--- config.mk ---
export PLATFORM = sky130hd
export DESIGN_NAME = can_tx_arbiter
export DESIGN_NICKNAME = d
export VERILOG_FILES = /design/src/rtl/can_txarb_pkg.sv /design/src/rtl/can_txarb_key.sv /design/src/rtl/can_txarb_pick.sv /design/src/rtl/can_txarb_bufs.sv /design/src/rtl/can_tx_arbiter.sv
export SDC_FILE = /design/constraint.sdc
export NUM_CORES = 1
export LEC_CHECK = 0
export ABC_AREA = 1
export BUFFER_PORTS_ARGS = -buffer_cell sky130_fd_sc_hd__buf_2
export CAP_MARGIN = 40
export CORE_MARGIN = 3
export CORE_UTILIZATION = 50
export CTS_CLUSTER_DIAMETER = 80
export CTS_CLUSTER_SIZE = 40
export DETAILED_ROUTE_END_ITERATION = 7
export HOLD_SLACK_MARGIN = 0.1
export PLACE_DENSITY = 0.79
export SYNTH_ARGS = -nofsm -noshare
export SYNTH_HDL_FRONTEND = slang
export SYNTH_SLANG_ARGS = --single-unit
--- constraint.sdc ---
create_clock -name clk_i -period 5 [get_ports clk_i]
set_clock_uncertainty 0.05 [all_clocks]
set_input_delay 0.75 -clock clk_i [delete_from_list [all_inputs] [get_ports clk_i]]
set_output_delay 0.75 -clock clk_i [all_outputs]
set_load 0.02 [all_outputs]
--- src/rtl/can_txarb_pkg.sv ---
package can_txarb_pkg;
  localparam int ID_W  = 29;
  localparam int KEY_W = 30; // base11 + ide + ext18

  typedef enum logic [1:0] {
    MODE_LOW_ID  = 2'd0,
    MODE_LOW_IDX = 2'd1,
    MODE_LOCAL   = 2'd2,
    MODE_ALT_ID  = 2'd3
  } txarb_mode_e;
endpackage

--- src/rtl/can_txarb_key.sv ---
module can_txarb_key
  import can_txarb_pkg::*;
#(
  parameter int PRIO_W = 3,
  localparam int KW    = PRIO_W + KEY_W
) (
  input  logic [1:0]      mode_i,
  input  logic            ide_i,
  input  logic [ID_W-1:0] id_i,
  input  logic [PRIO_W-1:0] prio_i,
  output logic [KW-1:0]   key_o
);
  logic [KEY_W-1:0] bus_key;

  // bus order: base bits, then IDE (std=0 wins), then extension
  always_comb begin
    if (ide_i) bus_key = {id_i[28:18], 1'b1, id_i[17:0]};
    else       bus_key = {id_i[10:0], 1'b0, 18'b0};
  end

  always_comb begin
    case (txarb_mode_e'(mode_i))
      MODE_LOW_IDX: key_o = '0;
      MODE_LOCAL:   key_o = {prio_i, bus_key};
      default:      key_o = {{PRIO_W{1'b0}}, bus_key};
    endcase
  end
endmodule

--- src/rtl/can_txarb_pick.sv ---
module can_txarb_pick #(
  parameter int NUM_BUF = 8,
  parameter int KW      = 33,
  localparam int IW     = $clog2(NUM_BUF),
  localparam int P      = 1 << IW
) (
  input  logic [NUM_BUF-1:0] vld_i,
  input  logic [KW-1:0]      key_i [NUM_BUF],
  output logic               vld_o,
  output logic [IW-1:0]      idx_o
);
  logic          nv [2*P-1];
  logic [KW-1:0] nk [2*P-1];
  logic [IW-1:0] ni [2*P-1];

  for (genvar j = 0; j < P; j++) begin : g_leaf
    if (j < NUM_BUF) begin : g_real
      assign nv[P-1+j] = vld_i[j];
      assign nk[P-1+j] = key_i[j];
    end else begin : g_pad
      assign nv[P-1+j] = 1'b0;
      assign nk[P-1+j] = '0;
    end
    assign ni[P-1+j] = IW'(j);
  end

  // left subtree holds lower indices: ties go left
  for (genvar j = 0; j < P-1; j++) begin : g_node
    logic take_l;
    assign take_l = nv[2*j+1] && (!nv[2*j+2] || (nk[2*j+1] <= nk[2*j+2]));
    assign nv[j]  = nv[2*j+1] | nv[2*j+2];
    assign nk[j]  = take_l ? nk[2*j+1] : nk[2*j+2];
    assign ni[j]  = take_l ? ni[2*j+1] : ni[2*j+2];
  end

  assign vld_o = nv[0];
  assign idx_o = ni[0];
endmodule

--- src/rtl/can_txarb_bufs.sv ---
module can_txarb_bufs #(
  parameter int NUM_BUF = 8
) (
  input  logic               clk_i,
  input  logic               rst_ni,
  input  logic [NUM_BUF-1:0] arm_i,
  input  logic [NUM_BUF-1:0] cancel_i,
  input  logic [NUM_BUF-1:0] fly_i,
  input  logic [NUM_BUF-1:0] done_i,
  input  logic [NUM_BUF-1:0] lost_i,
  output logic [NUM_BUF-1:0] pend_d_o,
  output logic [NUM_BUF-1:0] pend_q_o,
  output logic [NUM_BUF-1:0] sent_o,
  output logic [NUM_BUF-1:0] canc_o
);
  logic [NUM_BUF-1:0] pend_q, sent_q, canc_q, creq_q;
  logic [NUM_BUF-1:0] pend_d, sent_d, canc_d, creq_d;

  always_comb begin
    pend_d = pend_q;
    sent_d = sent_q;
    canc_d = canc_q;
    creq_d = creq_q;
    for (int i = 0; i < NUM_BUF; i++) begin
      if (done_i[i]) begin
        pend_d[i] = 1'b0;
        sent_d[i] = 1'b1;
        creq_d[i] = 1'b0;
      end else if (lost_i[i]) begin
        if (creq_q[i] || cancel_i[i]) begin
          pend_d[i] = 1'b0;
          canc_d[i] = 1'b1;
        end
        creq_d[i] = 1'b0;
      end else if (arm_i[i] && !fly_i[i]) begin
        pend_d[i] = 1'b1;
        sent_d[i] = 1'b0;
        canc_d[i] = 1'b0;
        creq_d[i] = 1'b0;
      end else if (cancel_i[i] && pend_q[i]) begin
        if (fly_i[i]) begin
          creq_d[i] = 1'b1; // deferred until outcome known
        end else begin
          pend_d[i] = 1'b0;
          canc_d[i] = 1'b1;
        end
      end
    end
  end

  always_ff @(posedge clk_i or negedge rst_ni) begin
    if (!rst_ni) begin
      pend_q <= '0;
      sent_q <= '0;
      canc_q <= '0;
      creq_q <= '0;
    end else begin
      pend_q <= pend_d;
      sent_q <= sent_d;
      canc_q <= canc_d;
      creq_q <= creq_d;
    end
  end

  assign pend_d_o = pend_d;
  assign pend_q_o = pend_q;
  assign sent_o   = sent_q;
  assign canc_o   = canc_q;

  AST_CANC_NOT_PEND: assert property (@(posedge clk_i) disable iff (!rst_ni)
    (canc_q & pend_q) == '0);
  AST_STATUS_EXCL: assert property (@(posedge clk_i) disable iff (!rst_ni)
    (canc_q & sent_q) == '0);
  AST_CANC_STICKY: assert property (@(posedge clk_i) disable iff (!rst_ni)
    ((canc_q & ~arm_i) != '0) |=> ((canc_q & $past(canc_q & ~arm_i)) == $past(canc_q & ~arm_i)));
endmodule

--- src/rtl/can_tx_arbiter.sv ---
module can_tx_arbiter
  import can_txarb_pkg::*;
#(
  parameter int NUM_BUF = 8,
  parameter int PRIO_W  = 3,
  localparam int IW     = $clog2(NUM_BUF),
  localparam int KW     = PRIO_W + KEY_W
) (
  input  logic                      clk_i,
  input  logic                      rst_ni,
  input  logic [1:0]                mode_i,
  input  logic [NUM_BUF-1:0]        arm_i,
  input  logic [NUM_BUF-1:0]        cancel_i,
  input  logic [NUM_BUF-1:0]        ide_i,
  input  logic [NUM_BUF*ID_W-1:0]   id_i,
  input  logic [NUM_BUF*PRIO_W-1:0] prio_i,
  input  logic                      tx_start_i,
  input  logic                      tx_done_i,
  input  logic                      tx_lost_i,
  output logic [IW-1:0]             sel_idx_o,
  output logic                      sel_valid_o,
  output logic [NUM_BUF-1:0]        sent_o,
  output logic [NUM_BUF-1:0]        cancelled_o
);
  logic [KW-1:0]      key_w [NUM_BUF];
  logic [NUM_BUF-1:0] pend_d, pend_q;
  logic [NUM_BUF-1:0] fly_vec, done_vec, lost_vec;
  logic               busy_q, busy_d, start_ok;
  logic [IW-1:0]      busy_idx_q;
  logic               win_vld;
  logic [IW-1:0]      win_idx;

  for (genvar i = 0; i < NUM_BUF; i++) begin : g_key
    can_txarb_key #(.PRIO_W(PRIO_W)) u_key (
      .mode_i (mode_i),
      .ide_i  (ide_i[i]),
      .id_i   (id_i[i*ID_W +: ID_W]),
      .prio_i (prio_i[i*PRIO_W +: PRIO_W]),
      .key_o  (key_w[i])
    );
  end

  assign start_ok = tx_start_i & sel_valid_o;

  always_comb begin
    fly_vec  = '0;
    done_vec = '0;
    lost_vec = '0;
    if (busy_q) begin
      fly_vec  = NUM_BUF'(1) << busy_idx_q;
      if (tx_done_i)      done_vec = fly_vec;
      else if (tx_lost_i) lost_vec = fly_vec;
    end else if (start_ok) begin
      fly_vec = NUM_BUF'(1) << sel_idx_o;
    end
  end

  assign busy_d = start_ok | (busy_q & ~(tx_done_i | tx_lost_i));

  can_txarb_bufs #(.NUM_BUF(NUM_BUF)) u_bufs (
    .clk_i    (clk_i),
    .rst_ni   (rst_ni),
    .arm_i    (arm_i),
    .cancel_i (cancel_i),
    .fly_i    (fly_vec),
    .done_i   (done_vec),
    .lost_i   (lost_vec),
    .pend_d_o (pend_d),
    .pend_q_o (pend_q),
    .sent_o   (sent_o),
    .canc_o   (cancelled_o)
  );

  // compete on next-state pending so a cancel is never offered stale
  can_txarb_pick #(.NUM_BUF(NUM_BUF), .KW(KW)) u_pick (
    .vld_i (pend_d),
    .key_i (key_w),
    .vld_o (win_vld),
    .idx_o (win_idx)
  );

  always_ff @(posedge clk_i or negedge rst_ni) begin
    if (!rst_ni) begin
      busy_q      <= 1'b0;
      busy_idx_q  <= '0;
      sel_valid_o <= 1'b0;
      sel_idx_o   <= '0;
    end else begin
      busy_q      <= busy_d;
      sel_valid_o <= win_vld & ~busy_d;
      sel_idx_o   <= win_idx;
      if (start_ok) busy_idx_q <= sel_idx_o;
    end
  end

  AST_OFFER_PENDING: assert property (@(posedge clk_i) disable iff (!rst_ni)
    sel_valid_o |-> pend_q[sel_idx_o]);
  AST_NO_OFFER_BUSY: assert property (@(posedge clk_i) disable iff (!rst_ni)
    busy_q |-> !sel_valid_o);
  AST_START_DROPS: assert property (@(posedge clk_i) disable iff (!rst_ni)
    start_ok |=> !sel_valid_o);
  AST_DONE_SENT: assert property (@(posedge clk_i) disable iff (!rst_ni)
    (busy_q && tx_done_i) |=> sent_o[$past(busy_idx_q)]);
  AST_WIN_CAND: assert property (@(posedge clk_i) disable iff (!rst_ni)
    win_vld |-> pend_d[win_idx]);
  AST_WIN_ANY: assert property (@(posedge clk_i) disable iff (!rst_ni)
    win_vld == (pend_d != '0));
endmodule

==> results of run 1 <==
==> logic make-up after synthesis <==
logic type | after synthesis | synth area share (%)
AO/OA/AOI/OAI | 217 | 8.87
AND/OR/NAND/NOR | 1575 | 49.9
adder cells (fa/ha/maj) | 233 | 21.6
flip-flops | 40 | 7.41
buffers and inverters | 386 | 12.2
==> metrics by stage <==
stage          utilization, %  cells  hold slack [ns]  setup slack (ns)
2_1_floorplan               -   2451            0.404            -0.843
3_3_place_gp             79.9   3755            0.402             -1.75
3_5_place_dp             80.0   3756            0.410             -2.24
4_1_cts                  85.1   3791            0.291             -1.46
==> routing by layer <==
metal | GRT usage (%) | overflow
met1 | 87.3 | 15
met5 | 63.2 | 8
met2 | 103 | 345
met3 | 84.0 | 11
met4 | 98.2 | 222
==> timing repair <==
| action | 4_1_cts |
|---|---|
| pin swaps | 64 |
| endpoints found under the setup margin | 3 |
| cloned | 10 |
| setup buffers | 18 |
| gates resized for setup | 190 |
| hold endpoints to repair | 0 |
==> impl_metrics.yaml, run 1 <==
cts:
  cts_num_sinks: 40
  ctsHoldBuffers: 0
  root_buffer: "clkbuf_16"
  h-tree-depth: 2
  cts_buffers: 5
  clock_path_buffers: 2
logic_synthesis:
  synth_most_common_cell: "nand2_1"
  synth_fp_nets: 2971
  async_reset_ff_share_pct: 100
  synth_commonest_cells: "797 x nand2_1, 311 x nor2_1, 293 x inv_1"
  yosys-top-cells-area: "nand2_1 22%, ha_1 22%, nand3_1 10%, nor2_1 8.6%, inv_1 8.1%"
  synth_ff_type: "dfrtp_1"
  synth_top_area_share_pct: 22.1
  ys_ff_latch: 40
  syn_avg_cell_area_um2: 5.51
  syn_area_um2: 13500
  synth_warnings: 0
  synth_largest_area_cell: "nand2_1"
  synth-edff-count: 0
  synth_cells: 2451
  yosysSeqAreaShare_pct: 7.41
  yosysUniqueCellTypes: 45
placement:
  port_buffers: 306
  place_hpwl_um: 55400
  routabilityCongestion: 1.10
  postPlaceCellArea_um2: 21000
global_route:
  grt_overflow: 601
  grt_util_all_layers_pct: 91.8
  grt_max_degree: 35
die:
  rows: 59
  dieHeight_um: 170
  io_pins: 307
  die_w_um: 170
  start_util_pct: 51.4
outcome:
  stop_stage: "global routing"
  status: "stopped before the end"
  stop_error: "[ERROR GRT-0232] Routing congestion too high. Check the congestion heatmap in the GUI."
sta:
  worstEpCategory: "register data pin"
  worst_endpoint: "sel_idx_o[0]$_DFF_PN0_/D"
==> inputs of run 2 (changes only) <==
--- a/config.mk
+++ b/config.mk
@@ -9,12 +9,9 @@
 export BUFFER_PORTS_ARGS = -buffer_cell sky130_fd_sc_hd__buf_2
 export CAP_MARGIN = 40
 export CORE_MARGIN = 3
-export CORE_UTILIZATION = 50
-export CTS_CLUSTER_DIAMETER = 80
-export CTS_CLUSTER_SIZE = 40
+export CORE_UTILIZATION = 35
 export DETAILED_ROUTE_END_ITERATION = 7
-export HOLD_SLACK_MARGIN = 0.1
-export PLACE_DENSITY = 0.79
+export PLACE_DENSITY_LB_ADDON = 0.15
 export SYNTH_ARGS = -nofsm -noshare
 export SYNTH_HDL_FRONTEND = slang
 export SYNTH_SLANG_ARGS = --single-unit
==> run 2 against run 1 <==
The flow now finishes, with violations (setup timing); synthesized area is the same; synthesized cell count is the same.
==> impl_metrics.yaml, run 2 <==
setup_path:
  crit_type: "in2reg"
  crit_path_end_kind: "flop"
  cp_data_arrival_time_ns: 6.71
  critPathMaxStageDelay_ns: 0.36
  crit_top_cell: "nand2_1"
  worst_ep_required_time_ns: 5.14
  slowest_stage: "ha_1"
  path_max_fanout: 33
  startpoint_type: "input pin"
routing:
  routed_wl_um: 70000
  vias: 19800
  ant_nets: 0
  drt_iter0_markers: 1596
  wl_per_cell_um: 17.6
  drcViolationCount: 0
  drtPass1Iterations: 6
  via_per_inst: 4.97
power:
  total_power_mw: 9.95
  clkPwrFrac_pct: 3.3
  p_int_mw: 4.60
  p_seq_share_pct: 4.7
  power_density_nw_per_um2: 426
  power.switching_mw: 5.34
  p_comb_share_pct: 91.9
  sw_frac_of_total_pct: 53.7
  p_leak_nw: 13.4
  peakVddDrop_mv: 0.257
placement:
  port_buffers: 306
  postPlaceCellArea_um2: 21200
  place_hpwl_um: 58800
  dp.cells: 3933
  routabilityCongestion: 0.998
logic_synthesis:
  yosysSeqAreaShare_pct: 7.41
  synth_most_common_cell: "nand2_1"
  synth_cells: 2451
  yosys-top-cells-area: "nand2_1 22%, ha_1 22%, nand3_1 10%, nor2_1 8.6%, inv_1 8.1%"
  synth_ff_type: "dfrtp_1"
  synthAdderAreaFrac_pct: 21.6
  synth_fp_nets: 2971
  ys_ff_latch: 40
  syn_avg_cell_area_um2: 5.51
  synth-edff-count: 0
  synth_commonest_cells: "797 x nand2_1, 311 x nor2_1, 293 x inv_1"
  syn_area_um2: 13500
  synth_warnings: 0
  synth-xor-area-share_pct: 0
  synth_top_area_share_pct: 22.1
  synth.area.mux_share_pct: 0
  synthSimpleGateAreaFrac_pct: 49.9
  synth_largest_area_cell: "nand2_1"
  synth_compound_area_share_pct: 8.87
  synth_top_family_by_area: "simple AND/OR/NAND/NOR gates"
  yosysUniqueCellTypes: 45
  async_reset_ff_share_pct: 100
final_layout:
  syn2layout_area_growth_pct: 73.0
  fin_util_pct: 61.8
  drive_gt1_share_pct: 41.7
  instances_no_fill: 3972
  layout_common_cells: "724 x buf_4, 710 x nand2_1, 305 x buf_2"
  finalInstanceArea_um2: 23400
  final_common_cell: "buf_4"
  nets: 3980
  diodes: 0
sta:
  fin_tns_setup_ns: -4.68
  setup_viol: 3
  fin_crit_sh_pct: 132
  relSlewSlack_pct: 57.2
  worst_slew_pin_slew_ns: 0.635
  finalHoldViolations: 0
  slew_viol_final: 0
  min_period_ns: 6.58
  rsz0062_at_grt: "true"
  fmax_mhz: 152
  setup_slack_ns: -1.58
die:
  start_util_pct: 35.7
  die_area_um2: 41000
  die_w_um: 202
  core-area_um2: 37800
  dieHeight_um: 202
  rows: 71
  io_pins: 307
global_route:
  grt_max_degree: 34
  grt_util_all_layers_pct: 31.9
  antenna_found_initial: 0
  grt_overflow: 0
  grt_pass1_vias: 18800
  grt_pass1_wl_um: 103000
cts:
  cts_num_sinks: 40
  ctsHoldBuffers: 0
  h-tree-depth: 2
  cts_buffers: 5
  clock_path_buffers: 2
  clk_latency_ns: 0.29
  clk_pin_slew_ns: 0.06
  root_buffer: "clkbuf_16"
  cts_tree: "built"
outcome:
  status: "complete, but fails checks"
  failed_checks: "setup timing"
min_path:
  hold_path.class: "in2async"
flow_run:
  max_cap_violations: 0
==> run 2: cell counts after synthesis <==
No cell type changed its count.
==> run 2: critical path, delay by kind of cell <==
family	cells	cell delay, ns
AND/OR/NAND/NOR	32	3.57
buffers and inverters	10	1.17
adder cells (fa/ha/maj)	4	1.16
==> run 2: layout make-up <==
cell class	count	area, um2
fillers	3802	14500
multi-input cells	2026	12500
repair buffers	1080	7930
inverters	305	1180
flip-flops and latches	40	1000
well taps	511	639
clock buffers	6	139
repair inverters	2	11.3
clock inverters	2	10.0
==> run 2: logic make-up (layout without fill, tap and decap cells) <==
logic type                 Yosys count  in the layout
AOI/OAI and AO/OA                  217            217
adders and majority gates          233            233
buffers and inverters              386           1395
DFF                                 40             40
and+or+nand+nor                   1575           1576
==> run 2: what timing repair did <==
action / CTS / global route
setup buffers: 5 / 13
resized for setup: 144 / 210
endpoints found under the setup margin: 3 / 3
endpoints found under the hold margin: 0 / 0
cloned: 6 / 10
pin swaps: 39 / 84
==> run 2: worst paths after layout <==
| kind | slack [ns] | start | cells after the start | endpoint |
|---|---|---|---|---|
| min in group clk_i | 0.42 | u_bufs.sent_o[3]$_DFFE_PN0P_ | 2 | u_bufs.sent_o[3]$_DFFE_PN0P_ |
| max in group asynchronous | 4.16 | rst_ni | 2 | u_bufs.canc_o[6]$_DFFE_PN0P_ |
| max reg2reg | -0.56 | busy_q$_DFF_PN0_ | 40 | sel_idx_o[2]$_DFF_PN0_ |
| max | -1.58 | mode_i[0] | 46 | sel_idx_o[2]$_DFF_PN0_ |
| min | 0.28 | rst_ni | 1 | u_bufs.sent_o[1]$_DFFE_PN0P_ |
| min reg2reg | 0.42 | u_bufs.sent_o[3]$_DFFE_PN0P_ | 2 | u_bufs.sent_o[3]$_DFFE_PN0P_ |
==> run 2: metrics by stage <==
stage	setup slack (ns)	hold WS [ns]
after floorplan	-0.843	0.404
after global placement	-2.20	0.402
after detailed placement	-2.24	0.407
after CTS	-1.44	0.285
after global routing	-1.91	0.292
final	-1.58	0.278
==> run 2: layer usage <==
layer,track usage (%),vias up,share of wire (%)
met5,0,-,0
met4,5.42,0,2.0
met3,2.29,73,6.8
met2,49.1,706,42
met1,49.1,9081,49
li1,-,9900,-
==> run 2: power by group through the flow <==
stage | registers [mW] | clock network (mW) | logic, mW
after floorplan | 0.506 | 0 | 4.10
after global placement | 0.472 | 0 | 7.38
after detailed placement | 0.475 | 0 | 7.46
after CTS | 0.469 | 0.336 | 8.19
after global routing | 0.479 | 0.346 | 9.92
final | 0.472 | 0.330 | 9.14
Power figures use the tool's default switching activity.
